`config.mk`:
```
export PLATFORM = sky130hd
export DESIGN_NAME = scaled_add_unit
export DESIGN_NICKNAME = d
export VERILOG_FILES = /design/src/rtl/sau_pkg.sv /design/src/rtl/sau_operand_prep.sv /design/src/rtl/sau_adder.sv /design/src/rtl/sau_cond_gen.sv /design/src/rtl/scaled_add_unit.sv
export SDC_FILE = /design/constraint.sdc
export NUM_CORES = 1
export LEC_CHECK = 0
export BUFFER_PORTS_ARGS = -buffer_cell sky130_fd_sc_hd__buf_2
export CAP_MARGIN = 20
export CORE_MARGIN = 4
export CORE_UTILIZATION = 30
export CTS_BUF_LIST = sky130_fd_sc_hd__clkbuf_2
export DETAILED_ROUTE_END_ITERATION = 8
export SYNTH_ARGS = -nofsm -noshare
export SYNTH_HDL_FRONTEND = slang
export SYNTH_SLANG_ARGS = --single-unit
export TNS_END_PERCENT = 100
```
`constraint.sdc`:
```
create_clock -name clk -period 6.4 [get_ports clk]
set_clock_uncertainty 0.2 [all_clocks]
set_input_delay 1.92 -clock clk [delete_from_list [all_inputs] [get_ports clk]]
set_output_delay 1.92 -clock clk [all_outputs]
set_load 0.02 [all_outputs]
```
`src/rtl/sau_pkg.sv`:
```
// Shared types for the scaled shift-and-add unit.
// Assumes a two-bit operation select whose fourth code is reserved.
package sau_pkg;

    typedef enum logic [1:0] {
        OP_FULL  = 2'b00,
        OP_SWORD = 2'b01,
        OP_UWORD = 2'b10,
        OP_RSVD  = 2'b11
    } sau_op_e;

    // Bit positions inside the condition field
    localparam int CR_LT = 3;
    localparam int CR_GT = 2;
    localparam int CR_EQ = 1;
    localparam int CR_SO = 0;

endpackage

```
`src/rtl/sau_operand_prep.sv`:
```
// Operand preparation: extends the index per operation select, then
// shifts left by scale+1. Every shift candidate is built in parallel and
// one is picked by the scale code.
// Assumes the reserved select is filtered by the caller (it is treated as full).
module sau_operand_prep
    import sau_pkg::*;
#(
    parameter int XLEN    = 64,
    parameter int HALF    = 32,
    parameter int SCALE_W = 2
) (
    input  logic [1:0]         op,
    input  logic [SCALE_W-1:0] scale,
    input  logic [XLEN-1:0]    index,
    output logic [XLEN-1:0]    scaled
);
    localparam int NSCALE = 1 << SCALE_W;
    localparam int UPPER  = XLEN - HALF;

    logic [XLEN-1:0] ext;
    logic [XLEN-1:0] cand [NSCALE];

    // Pick the index extension for the selected form
    always_comb begin
        unique case (sau_op_e'(op))
            OP_SWORD: ext = {{UPPER{index[HALF-1]}}, index[HALF-1:0]};
            OP_UWORD: ext = {{UPPER{1'b0}}, index[HALF-1:0]};
            default:  ext = index;
        endcase
    end

    // One fixed shift per scale code, shift = code + 1
    for (genvar k = 0; k < NSCALE; k++) begin : g_shift
        assign cand[k] = ext << (k + 1);
    end

    assign scaled = cand[scale];

endmodule

```
`src/rtl/sau_adder.sv`:
```
// Modular adder: sum of two operands, carry out discarded.
// Assumes wrap-around arithmetic is wanted; no flags are produced.
module sau_adder #(
    parameter int XLEN = 64
) (
    input  logic [XLEN-1:0] a,
    input  logic [XLEN-1:0] b,
    output logic [XLEN-1:0] sum
);
    // Wrapping add
    assign sum = a + b;

endmodule

```
`src/rtl/sau_cond_gen.sv`:
```
// Condition field builder: signed compare of a value with zero plus a
// copied summary-overflow bit. Layout is {LT, GT, EQ, SO}.
// Assumes the value is two's complement.
module sau_cond_gen
    import sau_pkg::*;
#(
    parameter int XLEN = 64
) (
    input  logic [XLEN-1:0] value,
    input  logic            so,
    output logic [3:0]      cr
);
    logic is_neg;
    logic is_zero;

    assign is_neg  = value[XLEN-1];
    assign is_zero = (value == '0);

    // Assemble the four condition bits
    always_comb begin
        cr        = '0;
        cr[CR_LT] = is_neg;
        cr[CR_GT] = !is_neg && !is_zero;
        cr[CR_EQ] = is_zero;
        cr[CR_SO] = so;
    end

endmodule

```
`src/rtl/scaled_add_unit.sv`:
```
// Scaled shift-and-add execution unit: base + (extended index << (scale+1)),
// registered with one cycle of latency, optional condition field, and
// an illegal-operation pulse for the reserved select.
// Assumes the issuing stage presents operands with in_valid in the same cycle.
module scaled_add_unit
    import sau_pkg::*;
#(
    parameter int XLEN    = 64,
    parameter int HALF    = 32,
    parameter int SCALE_W = 2
) (
    input  logic               clk,
    input  logic               rst_n,
    input  logic               in_valid,
    input  logic [1:0]         in_op,
    input  logic [SCALE_W-1:0] in_scale,
    input  logic               in_record,
    input  logic               in_so,
    input  logic [XLEN-1:0]    in_base,
    input  logic [XLEN-1:0]    in_index,
    output logic               out_valid,
    output logic [XLEN-1:0]    out_result,
    output logic               out_cr_we,
    output logic [3:0]         out_cr,
    output logic               out_illegal
);
    logic            op_legal;
    logic            issue;
    logic [XLEN-1:0] scaled;
    logic [XLEN-1:0] sum;
    logic [3:0]      cr_next;

    assign op_legal = (sau_op_e'(in_op) != OP_RSVD);
    assign issue    = in_valid && op_legal;

    sau_operand_prep #(.XLEN(XLEN), .HALF(HALF), .SCALE_W(SCALE_W)) u_prep (
        .op     (in_op),
        .scale  (in_scale),
        .index  (in_index),
        .scaled (scaled)
    );

    sau_adder #(.XLEN(XLEN)) u_add (
        .a   (in_base),
        .b   (scaled),
        .sum (sum)
    );

    sau_cond_gen #(.XLEN(XLEN)) u_cond (
        .value (sum),
        .so    (in_so),
        .cr    (cr_next)
    );

    // Output stage: capture result and condition on a legal issue
    always_ff @(posedge clk) begin
        if (!rst_n) begin
            out_valid   <= 1'b0;
            out_illegal <= 1'b0;
            out_cr_we   <= 1'b0;
            out_cr      <= '0;
            out_result  <= '0;
        end else begin
            out_valid   <= issue;
            out_illegal <= in_valid && !op_legal;
            out_cr_we   <= issue && in_record;
            if (issue) begin
                out_result <= sum;
            end
            if (issue && in_record) begin
                out_cr <= cr_next;
            end
        end
    end

endmodule

```
==> summary.txt, run 1 <==
Power
  – Logic pwr share: 0.689
  – PD cells: 204 mW/mm2
  – P_sw: 1120 uW
  – Switching share of total power: 0.468
  – Maximum vdd ir drop: 0.0691 mV
  – Internal power: 1270 uW
  – Clock power frac: 0.094
  – Part of the power in registers: 0.218
  – Lkg Pwr: 0.00533 uW

Synth
  – Post-synth top area cell: dfxtp_1
  – Register area share after synthesis: 0.163
  – Main synth FF type: dfxtp_1
  – Netlist cell types: 89
  – Top post-synthesis cells by area: dfxtp_1 16%, a21oi_1 9.7%, ha_1 9.6%
  – Syn nets: 1375
  – EDFF count, synth: 0
  – Synth top area share: 0.163
  – Share of async-settable or async-resettable flops after synthesis: 0
  – Mapped Cells: 1170
  – Synth Cell Area: 0.00874 mm2
  – Yosys reg bits: 71
  – Warnings from Yosys: 0
  – Avg Cell Area, Syn: 7.47 um2

Layout
  – Area of the multi-input gates: 0.00695 mm2
  – Storage cell area: 0.00142 mm2
  – Finished Layout Cells: 1919
  – Layout Nets: 1732
  – Fillers: 3120
  – Final instance area: 0.0117 mm2
  – Share of cells above drive strength 1: 0.345
  – Area grow syn2layout: 33.9%
  – Core Util, Final: 0.408

Worst setup path
  – Worst setup SP type: input port
  – Worst Path Required: 6620 ps
  – Worst Setup End Kind: flop
  – Worst-path fanout max: 24
  – Setup CP Type: in -> reg
  – Crit path DAT: 6290 ps

Detailed routing
  – WL/cell: 17.5 um
  – 1st-pass router iterations: 5
  – Number of DRC markers in iteration 0: 730
  – Via count: 10076
  – Via/cell ratio: 5.25
  – Final WL: 33600 um
  – DRT antenna net count: 0
  – Remaining routing DRC violations: 0

Clocking
  – CTS tree: built
  – Clk Latency, worst-skew pair: 500 ps
  – Clock root buffer: clkbuf_2
  – CTS sink cnt: 71
  – CTS max path bufs: 2
  – Cts repair resizes: 0
  – Hold buffer count at cts: 0
  – Cts bufs inserted: 9
  – Worst-path clk slew: 210 ps
  – Setup Buffers After CTS: 0
  – H-tree levels: 3

Floorplan
  – Placement Rows: 62
  – Die width: 179 um
  – Ports: 208
  – Initial core utilization: 0.305
  – Die H: 179 um
  – Die area: 0.0319 mm2
  – Core ar.: 0.0287 mm2

Placed design
  – Post-DP HPWL: 28800 um
  – I/O Buffers: 206
  – Placement Cell Area: 0.0116 mm2
  – Routability Congestion: 0.983
  – Placed Cells: 1900

STA
  – Tightest Pin Transition: 707 ps
  – Fin. max-slew vios: 0
  – Hold Slack: 263 ps
  – Final Hold Violating Endpoints: 0
  – Slew headroom: 0.524
  – Part of the cycle the worst path needs: 0.948
  – Setup-failing EPs final: 0
  – Fin crit period: 6060 ps
  – F_max: 0.165 GHz
  – RSZ-0062 raised after global routing: no

Global routing
  – Largest net degree at the start of global routing: 65
  – First-pass GRT wire length: 52100 um
  – GR Util All Layers: 0.204
  – Vias in the first global route: 9694
  – Initial antenna violation count: 3
  – GR Overflow Total: 0

Min path
  – Min-delay worst type: reg -> reg

Outcome
  – Status: complete, no violations

Job
  – Max-cap viol count: 0
## layout make-up
type                       count  share of cell area
sequential                    71               0.121
clock buffer                  10             0.00427
inverter                      16             0.00513
tap                          384              0.0410
multi-input combinational   1009               0.594
timing repair buffer         420               0.230
clock inverter                 6             0.00395
antenna                        3            0.000641
## metrics by stage
| step | power, uW | setup TNS (ps) | setup WS (ps) |
|---|---|---|---|
| floorplan | 1440 | 0 | 116 |
| global placement | 2140 | -329 | -186 |
| detailed placement | 2150 | -373 | -211 |
| CTS | 2390 | 0 | 385 |
| global route | 2580 | 0 | 142 |
| finish | 2390 | 0 | 335 |
## cell usage after synthesis, types with 18 or more instances
cell      instances
a21oi_1         169
nand4_1          26
mux2_2           33
mux4_2           28
clkbuf_1         41
nand2_1         179
o21ai_0          51
ha_1             67
dfxtp_1          71
nor3_1           22
xor2_1           24
nor2_1          105
a21o_1           18
mux2i_1          34
a211oi_1         21
buf_2            21
xnor2_1          21
## placed cells by master, fill, tap and decap left out, types with 11 or more instances in the layout
| master | instances |
|---|---|
| inv_1 | 15 |
| a21o_1 | 18 |
| mux2i_1 | 34 |
| dfxtp_1 | 71 |
| buf_2 | 205 |
| ha_1 | 67 |
| nor2_1 | 105 |
| buf_4 | 211 |
| a211oi_1 | 21 |
| nand3_1 | 16 |
| xnor2_1 | 21 |
| nand2_1 | 179 |
| xor2_1 | 24 |
| mux4_2 | 28 |
| nor3_1 | 22 |
| o21bai_1 | 15 |
| mux2_2 | 33 |
| and3_1 | 11 |
| o21ai_0 | 51 |
| or3_1 | 11 |
| nand4_1 | 26 |
| o21ai_1 | 14 |
| a21oi_1 | 169 |
## path summary, 6_finish.rpt
check,startpoint,endpoint,slack [ps],depth (start not counted)
setup / recovery,in_scale[0],out_cr[2]$_SDFFE_PN0P_,340,17
hold / removal,out_result[44]$_SDFFE_PN0P_,out_result[44]$_SDFFE_PN0P_,260,2
setup reg to reg,out_result[42]$_SDFFE_PN0P_,out_result[42]$_SDFFE_PN0P_,5370,2
hold reg to reg,out_result[44]$_SDFFE_PN0P_,out_result[44]$_SDFFE_PN0P_,260,2
## metal layers
metal | vias to the layer above | track usage | share of wire
met5 | - | 0 | 0
met4 | 0 | 0.0505 | 0.017
met3 | 35 | 0.0238 | 0.061
met2 | 322 | 0.295 | 0.41
met1 | 4654 | 0.317 | 0.51
li1 | 5065 | - | -
## power groups by stage
| stage | combinational (uW) | clock [uW] | sequential, uW |
|---|---|---|---|
| 6_report | 1640 | 224 | 520 |
| 4_1_cts | 1630 | 237 | 520 |
| 3_3_place_gp | 1610 | 0 | 528 |
| 5_1_grt | 1790 | 258 | 526 |
| 2_1_floorplan | 849 | 0 | 591 |
| 3_5_place_dp | 1620 | 0 | 530 |
## state kept, by name, indices dropped and copies added (netlist names)
signal	flops
out_cr	4
out_valid	1
out_cr_we	1
out_result	64
out_illegal	1
## cell families after synthesis
group / count (synthesis) / synth area share
fa+ha+maj: 68 / 0.0982
mux: 95 / 0.154
buf+inv: 90 / 0.0434
compound gates: 375 / 0.269
simple gates: 426 / 0.229
xor+xnor: 45 / 0.0451
flops: 71 / 0.163
## worst max-delay path, stage by stage
cell and delay [ps]:
buf_4 190, buf_4 180, buf_12 170, mux2_2 360, a21oi_1 190, mux2i_1 120
ha_1 350, a21oi_1 190, nand2_1 70, o21ai_0 570, nor3b_1 420, or2_1 200
a211oi_1 100, or4_1 470, nor4_1 290, nand4_1 230, a31o_1 260
(Power assumes the default switching activity.)
==> run 2: changes to the inputs <==
ABC_AREA = 1   (was unset)
==> run 2 against run 1 <==
Compared with the run above: die area is 18% higher; critical path depth up 8; final cell count grew 35%; sequential power decreased by 2%; combinational power is 16% lower; global-route usage shrank 0.54 points; via count increased by 17%; synthesized cell count rose by 66%; register-to-register slack barely moved; non-clock buffer count is 196 lower; largest cell class unchanged; largest power group unchanged.
==> summary.txt, run 2 <==
Outcome
  – Status: complete, no violations

Synth
  – Share of async-settable or async-resettable flops after synthesis: 0
  – Post-synth top cells: 790 x nand2_1, 437 x inv_1, 113 x nor2_1
  – Main synth FF type: dfxtp_1
  – Register area share after synthesis: 0.137
  – Netlist cell types: 35
  – Synth Cell Area: 0.0104 mm2
  – Synth top area share: 0.286
  – Avg Cell Area, Syn: 5.32 um2
  – Yosys reg bits: 71
  – Most common cell in the netlist: nand2_1
  – EDFF count, synth: 0
  – Top post-synthesis cells by area: nand2_1 29%, inv_1 16%, dfxtp_1 14%
  – Warnings from Yosys: 0
  – Syn nets: 2152
  – Mapped Cells: 1947
  – Post-synth top area cell: nand2_1

Layout
  – Biggest regs: out_result (64), out_cr (4)
  – Area of the multi-input gates: 0.00710 mm2
  – Area grow syn2layout: 16.4%
  – Max reg flops: 64
  – Fillers: 3977
  – Commonest non-fill, non-tap cell in the layout: nand2_1
  – Storage cell area: 0.00142 mm2
  – Top reg by flops: out_result
  – Finished Layout Cells: 2592
  – Layout Nets: 2343
  – Share of cells above drive strength 1: 0.133
  – Commonest cells after routing, fill and taps aside: 790 x nand2_1, 437 x inv_1, 206 x buf_2

Placed design
  – Dpl ws: 296 ps
  – Routability Congestion: 0.912
  – Post-DP HPWL: 34200 um
  – I/O Buffers: 206
  – Placed Cells: 2575

Floorplan
  – Die width: 194 um
  – Ports: 208
  – Core ar.: 0.0338 mm2
  – Placement Rows: 67
  – Die H: 194 um
  – Initial core utilization: 0.307
  – Die area: 0.0376 mm2

STA
  – F_max: 0.180 GHz
  – Slew headroom: 0.565
  – Fin crit period: 5560 ps
  – RSZ-0062 raised after global routing: no
  – Final worst setup slack: 841 ps
  – Fin. max-slew vios: 0
  – Setup-failing EPs final: 0
  – Part of the cycle the worst path needs: 0.869
  – Tightest Pin Transition: 653 ps
  – Final TNS setup: 0 ps
  – Final Hold Violating Endpoints: 0

Clocking
  – H-tree levels: 3
  – Clock root buffer: clkbuf_2
  – CTS max path bufs: 2
  – Worst-path clk slew: 200 ps
  – CTS tree: built
  – Cts bufs inserted: 9
  – Setup Buffers After CTS: 0
  – Cts repair resizes: 0
  – Hold buffer count at cts: 0
  – CTS sink cnt: 71
  – Clk Latency, worst-skew pair: 490 ps

Global routing
  – First-pass GRT wire length: 60000 um
  – GR Util All Layers: 0.198
  – Largest net degree at the start of global routing: 64
  – Initial antenna violation count: 1
  – Vias in the first global route: 11094
  – GR Overflow Total: 0

Detailed routing
  – DRT antenna net count: 0
  – WL/cell: 15.0 um
  – Number of DRC markers in iteration 0: 715
  – 1st-pass router iterations: 5
  – Via/cell ratio: 4.55
  – Via count: 11789
  – Remaining routing DRC violations: 0
  – Final WL: 38800 um

Min path
  – Min-delay worst type: reg -> reg
  – Hold Path Stages: 2

Worst setup path
  – CP startpoint: in_op[1]
  – R2R Setup Slk: 5360 ps
  – Worst-path fanout max: 25
  – Crit path DAT: 5770 ps
  – Worst R2R End: out_cr[3]$_SDFFE_PN0P_
  – FF-to-FF Start: out_cr[3]$_SDFFE_PN0P_
  – Worst Path Required: 6610 ps
  – Crit path to: out_cr[2]$_SDFFE_PN0P_
  – Worst setup SP type: input port
  – Worst Setup End Kind: flop
  – Setup CP Type: in -> reg
  – Worst R2R Path Depth: 3

Power
  – Lkg Pwr: 0.00771 uW
  – PD cells: 178 mW/mm2
  – Maximum vdd ir drop: 0.172 mV

Job
  – Max-cap viol count: 0
-- run 2: changes by cell type after synthesis, moves of 18 or more --
cell	delta
inv_1	+421
buf_2	-18
o211ai_1	+51
nand2_1	+611
a21oi_1	-126
mux2_2	-33
mux4_2	-28
a211oi_1	-21
xor2_1	-19
nand3_1	+27
mux2i_1	+38
o21ai_0	+36
-- run 2: kinds of logic (layout without fill, tap and decap cells) --
logic type	Yosys count	in the layout	synth area share
AND/OR/NAND/NOR	1026	1026	0.403
buffers and inverters	493	688	0.179
AO/OA/AOI/OAI	192	192	0.108
multiplexers	72	72	0.0695
flip-flops	71	71	0.137
adder cells (fa/ha/maj)	68	68	0.0828
XOR/XNOR	25	25	0.0211
other	0	2	0
-- run 2: worst min path at each step --
stage	to	start	slack [ps]
global route	out_cr[0]$_SDFFE_PN0P_	out_cr[0]$_SDFFE_PN0P_	300
floorplan	out_cr[0]$_SDFFE_PN0P_	out_cr[0]$_SDFFE_PN0P_	340
CTS	out_cr[2]$_SDFFE_PN0P_	out_cr[2]$_SDFFE_PN0P_	280
detailed placement	out_cr[2]$_SDFFE_PN0P_	out_cr[2]$_SDFFE_PN0P_	260
finish	out_cr[0]$_SDFFE_PN0P_	out_cr[0]$_SDFFE_PN0P_	290
global placement	out_cr[0]$_SDFFE_PN0P_	out_cr[0]$_SDFFE_PN0P_	250
-- run 2: area by class of cell --
| type | count | share of cell area |
|---|---|---|
| diodes | 2 | 0.000415 |
| clock buffers | 9 | 0.00373 |
| clock inverters | 6 | 0.00518 |
| inverters | 449 | 0.140 |
| multi-input cells | 1383 | 0.588 |
| flip-flops and latches | 71 | 0.118 |
| well taps | 448 | 0.0464 |
| repair buffers | 224 | 0.0987 |
-- run 2: critical path, stage by stage --
cell and delay (ps):
buf_2 90, inv_1 40, ha_1 300, inv_2 260, o21ai_0 210, o21ai_0 180, inv_1 70, nand2_1 50
o21ai_0 170, ha_1 470, nand2_1 160, nor2_1 280, nand2_1 160, nor4_1 290, nand2_1 150, nand2_1 90
nand2_1 50, nand2_1 160, nand2_1 70, nor2_1 100, nand2_1 80, nor2_2 130, nand3_2 120, nand2_1 90
a21oi_1 50
-- run 2: routing by layer --
layer  global-route usage  share of wire
met3               0.0325          0.080
met1                0.307           0.52
met4               0.0237         0.0071
met5                    0              0
met2                0.295           0.40
-- run 2: per-stage QoR --
| step | total power [uW] | utilization | hold slack (ps) | cell area [um2] |
|---|---|---|---|---|
| after CTS | 2160 | 0.357 | 284 | 12100 |
| after detailed placement | 1890 | 0.354 | 259 | 12000 |
| after global placement | 1890 | 0.354 | 253 | 12000 |
| after floorplan | 1430 | - | 343 | 10400 |
| after global routing | 2360 | 0.357 | 305 | 12100 |
| final | 2150 | 0.357 | 286 | 12100 |
-- run 2: where the power goes --
group          switching (uW)  internal (uW)
combinational             938            447
clock                     163           86.1
sequential               23.8            489
total                    1120           1020
==> run 3: changes to the inputs <==
SYNTH_HIERARCHICAL = 1   (was unset)
==> run 3 against run 2 <==
Compared with the run above: routed wire length fell by 4.1%; synthesized area up 1.5%; non-clock buffer count decreased by 10; critical path depth increased by 4; fmax is 1.8% higher; critical endpoint is now out_cr[1]$_SDFFE_PN0P_; largest power group unchanged.
==> summary.txt, run 3 <==
Synth
  – Post-synth top cells: 745 x nand2_1, 339 x inv_1, 277 x nor2_1
  – Avg Cell Area, Syn: 5.17 um2
  – Share of async-settable or async-resettable flops after synthesis: 0
  – Warnings from Yosys: 6
  – Synth Cell Area: 0.0105 mm2
  – Syn nets: 2239
  – Netlist cell types: 35
  – Most common cell in the netlist: nand2_1
  – Mapped Cells: 2037
  – Yosys reg bits: 71
  – Post-synth top area cell: nand2_1
  – Main synth FF type: dfxtp_1
  – EDFF count, synth: 0
  – Register area share after synthesis: 0.135
  – Synth top area share: 0.266
  – Top post-synthesis cells by area: nand2_1 27%, dfxtp_1 14%, inv_1 12%

Clocking
  – CTS sink cnt: 71
  – CTS tree: built
  – Worst-path clk slew: 180 ps
  – CTS max path bufs: 2
  – Hold buffer count at cts: 0
  – Cts bufs inserted: 9
  – Setup Buffers After CTS: 0
  – Clock root buffer: clkbuf_2
  – H-tree levels: 3
  – Cts repair resizes: 0
  – Clk Latency, worst-skew pair: 470 ps

Worst setup path
  – Worst R2R End: out_cr[1]$_SDFFE_PN0P_
  – R2R Setup Slk: 5570 ps
  – Setup CP Type: in -> reg
  – Crit path to: out_cr[1]$_SDFFE_PN0P_
  – CP startpoint: in_op[1]
  – Delay-heaviest family, CP: simple AND/OR/NAND/NOR gates
  – Worst-path fanout max: 17
  – Worst setup SP type: input port
  – Worst Path Required: 6630 ps
  – Cell mode on critical path: nand2_1
  – Worst Setup End Kind: flop
  – Critical path depth: 29
  – Worst R2R Path Depth: 4
  – Slowest-stage cell, CP: ha_1
  – Max incr delay on CP: 550 ps
  – Crit path DAT: 5690 ps
  – WP buf/inv: 5
  – FF-to-FF Start: out_cr[1]$_SDFFE_PN0P_

Detailed routing
  – Via count: 12054
  – WL/cell: 14.0 um
  – Number of DRC markers in iteration 0: 834
  – Remaining routing DRC violations: 0
  – Final WL: 37200 um
  – Via/cell ratio: 4.53
  – DRT antenna net count: 0
  – 1st-pass router iterations: 6

Placed design
  – I/O Buffers: 206
  – Dpl ws: 452 ps
  – Placed Cells: 2647
  – Post-DP HPWL: 33000 um
  – Routability Congestion: 0.952

Floorplan
  – Die area: 0.0381 mm2
  – Core ar.: 0.0345 mm2
  – Initial core utilization: 0.305
  – Placement Rows: 68
  – Die H: 195 um
  – Die width: 195 um
  – Ports: 208

STA
  – Final Hold Violating Endpoints: 0
  – Fin crit period: 5460 ps
  – Final TNS setup: 0 ps
  – Slew headroom: 0.537
  – Tightest Pin Transition: 694 ps
  – RSZ-0062 raised after global routing: no
  – Hold Slack: 296 ps
  – Part of the cycle the worst path needs: 0.853
  – Fin. max-slew vios: 0
  – F_max: 0.183 GHz
  – Setup-failing EPs final: 0
  – Final worst setup slack: 939 ps

Global routing
  – GR Overflow Total: 0
  – Initial antenna violation count: 1
  – Vias in the first global route: 11474
  – GR Util All Layers: 0.191
  – Largest net degree at the start of global routing: 79
  – First-pass GRT wire length: 59500 um

Min path
  – Min-delay worst type: reg -> reg

Layout
  – Share of cells above drive strength 1: 0.139
  – Top reg by flops: out_result
  – Commonest cells after routing, fill and taps aside: 745 x nand2_1, 339 x inv_1, 277 x nor2_1
  – Biggest regs: out_result (64), out_cr (4)
  – Max reg flops: 64
  – Area grow syn2layout: 13.2%
  – Core Util, Final: 0.345
  – Commonest non-fill, non-tap cell in the layout: nand2_1
  – Finished Layout Cells: 2663
  – Layout Nets: 2405

Power
  – Internal power: 1010 uW
  – Maximum vdd ir drop: 0.0774 mV
  – PD cells: 177 mW/mm2
  – Lkg Pwr: 0.00722 uW
  – P_sw: 1100 uW
  – Part of the power in registers: 0.241
  – Logic pwr share: 0.643
  – Clock power frac: 0.116
  – Switching share of total power: 0.523

Job
  – Max-cap viol count: 0

Outcome
  – Status: complete, no violations
==> run 3: worst min-delay path: stages, from the launching register on <==
cell and delay (ps):
dfxtp_1 340, nor2_1 90, nor2_1 50
==> run 3: worst min-delay path by stage <==
stage / from / endpoint / slack, ps / cells past startpoint
after global placement: out_result[22]$_SDFFE_PN0P_ / out_result[22]$_SDFFE_PN0P_ / 260 / 2
final: out_result[44]$_SDFFE_PN0P_ / out_result[44]$_SDFFE_PN0P_ / 300 / 2
after floorplan: out_result[49]$_SDFFE_PN0P_ / out_result[49]$_SDFFE_PN0P_ / 360 / 2
after global routing: out_result[4]$_SDFFE_PN0P_ / out_result[4]$_SDFFE_PN0P_ / 320 / 2
after CTS: out_result[44]$_SDFFE_PN0P_ / out_result[44]$_SDFFE_PN0P_ / 300 / 2
after detailed placement: out_result[41]$_SDFFE_PN0P_ / out_result[41]$_SDFFE_PN0P_ / 270 / 2
==> run 3: area by class of cell <==
class | count | area [um2]
Antenna cell | 1 | 2.50
Clock buffer | 11 | 55.1
Clock inverter | 4 | 47.5
Fill cell | 4101 | 22600
Inverter | 352 | 1320
Multi-Input combinational cell | 1555 | 7380
Sequential cell | 71 | 1420
Tap cell | 455 | 569
Timing Repair Buffer | 214 | 1120
==> run 3: logic make-up (layout without fill, tap and decap cells) <==
| group | count (synthesis) | count (layout) | share of synthesized area |
|---|---|---|---|
| simple gates | 1288 | 1288 | 0.508 |
| buf+inv | 411 | 581 | 0.164 |
| compound gates | 155 | 155 | 0.0747 |
| flops | 71 | 71 | 0.135 |
| fa+ha+maj | 65 | 65 | 0.0780 |
| xor+xnor | 32 | 32 | 0.0266 |
| mux | 14 | 14 | 0.0133 |
| other cells | 1 | 2 | 0.000356 |
==> run 3: power by group through the flow <==
stage	sequential, uW	combinational [uW]	clock (uW)
3_3_place_gp	517	1350	0
3_5_place_dp	520	1350	0
4_1_cts	510	1360	258
6_report	509	1360	245
5_1_grt	516	1540	278
2_1_floorplan	576	888	0
==> run 3: through the flow <==
| stage | total power [uW] | area [um2] |
|---|---|---|
| floorplan | 1460 | 10500 |
| global placement | 1870 | 11800 |
| detailed placement | 1870 | 11800 |
| CTS | 2130 | 11900 |
| global route | 2340 | 11900 |
| finish | 2110 | 11900 |
==> run 3: layer usage <==
| layer | part of all wire | vias up | track usage | routed length [um] |
|---|---|---|---|---|
| met3 | 0.049 | 17 | 0.0179 | 1810 |
| met2 | 0.42 | 272 | 0.301 | 15800 |
| met4 | 0.0078 | 0 | 0.0269 | 290 |
| met5 | 0 | - | 0 | 0 |
| met1 | 0.52 | 5225 | 0.289 | 19300 |
| li1 | - | 6540 | - | - |
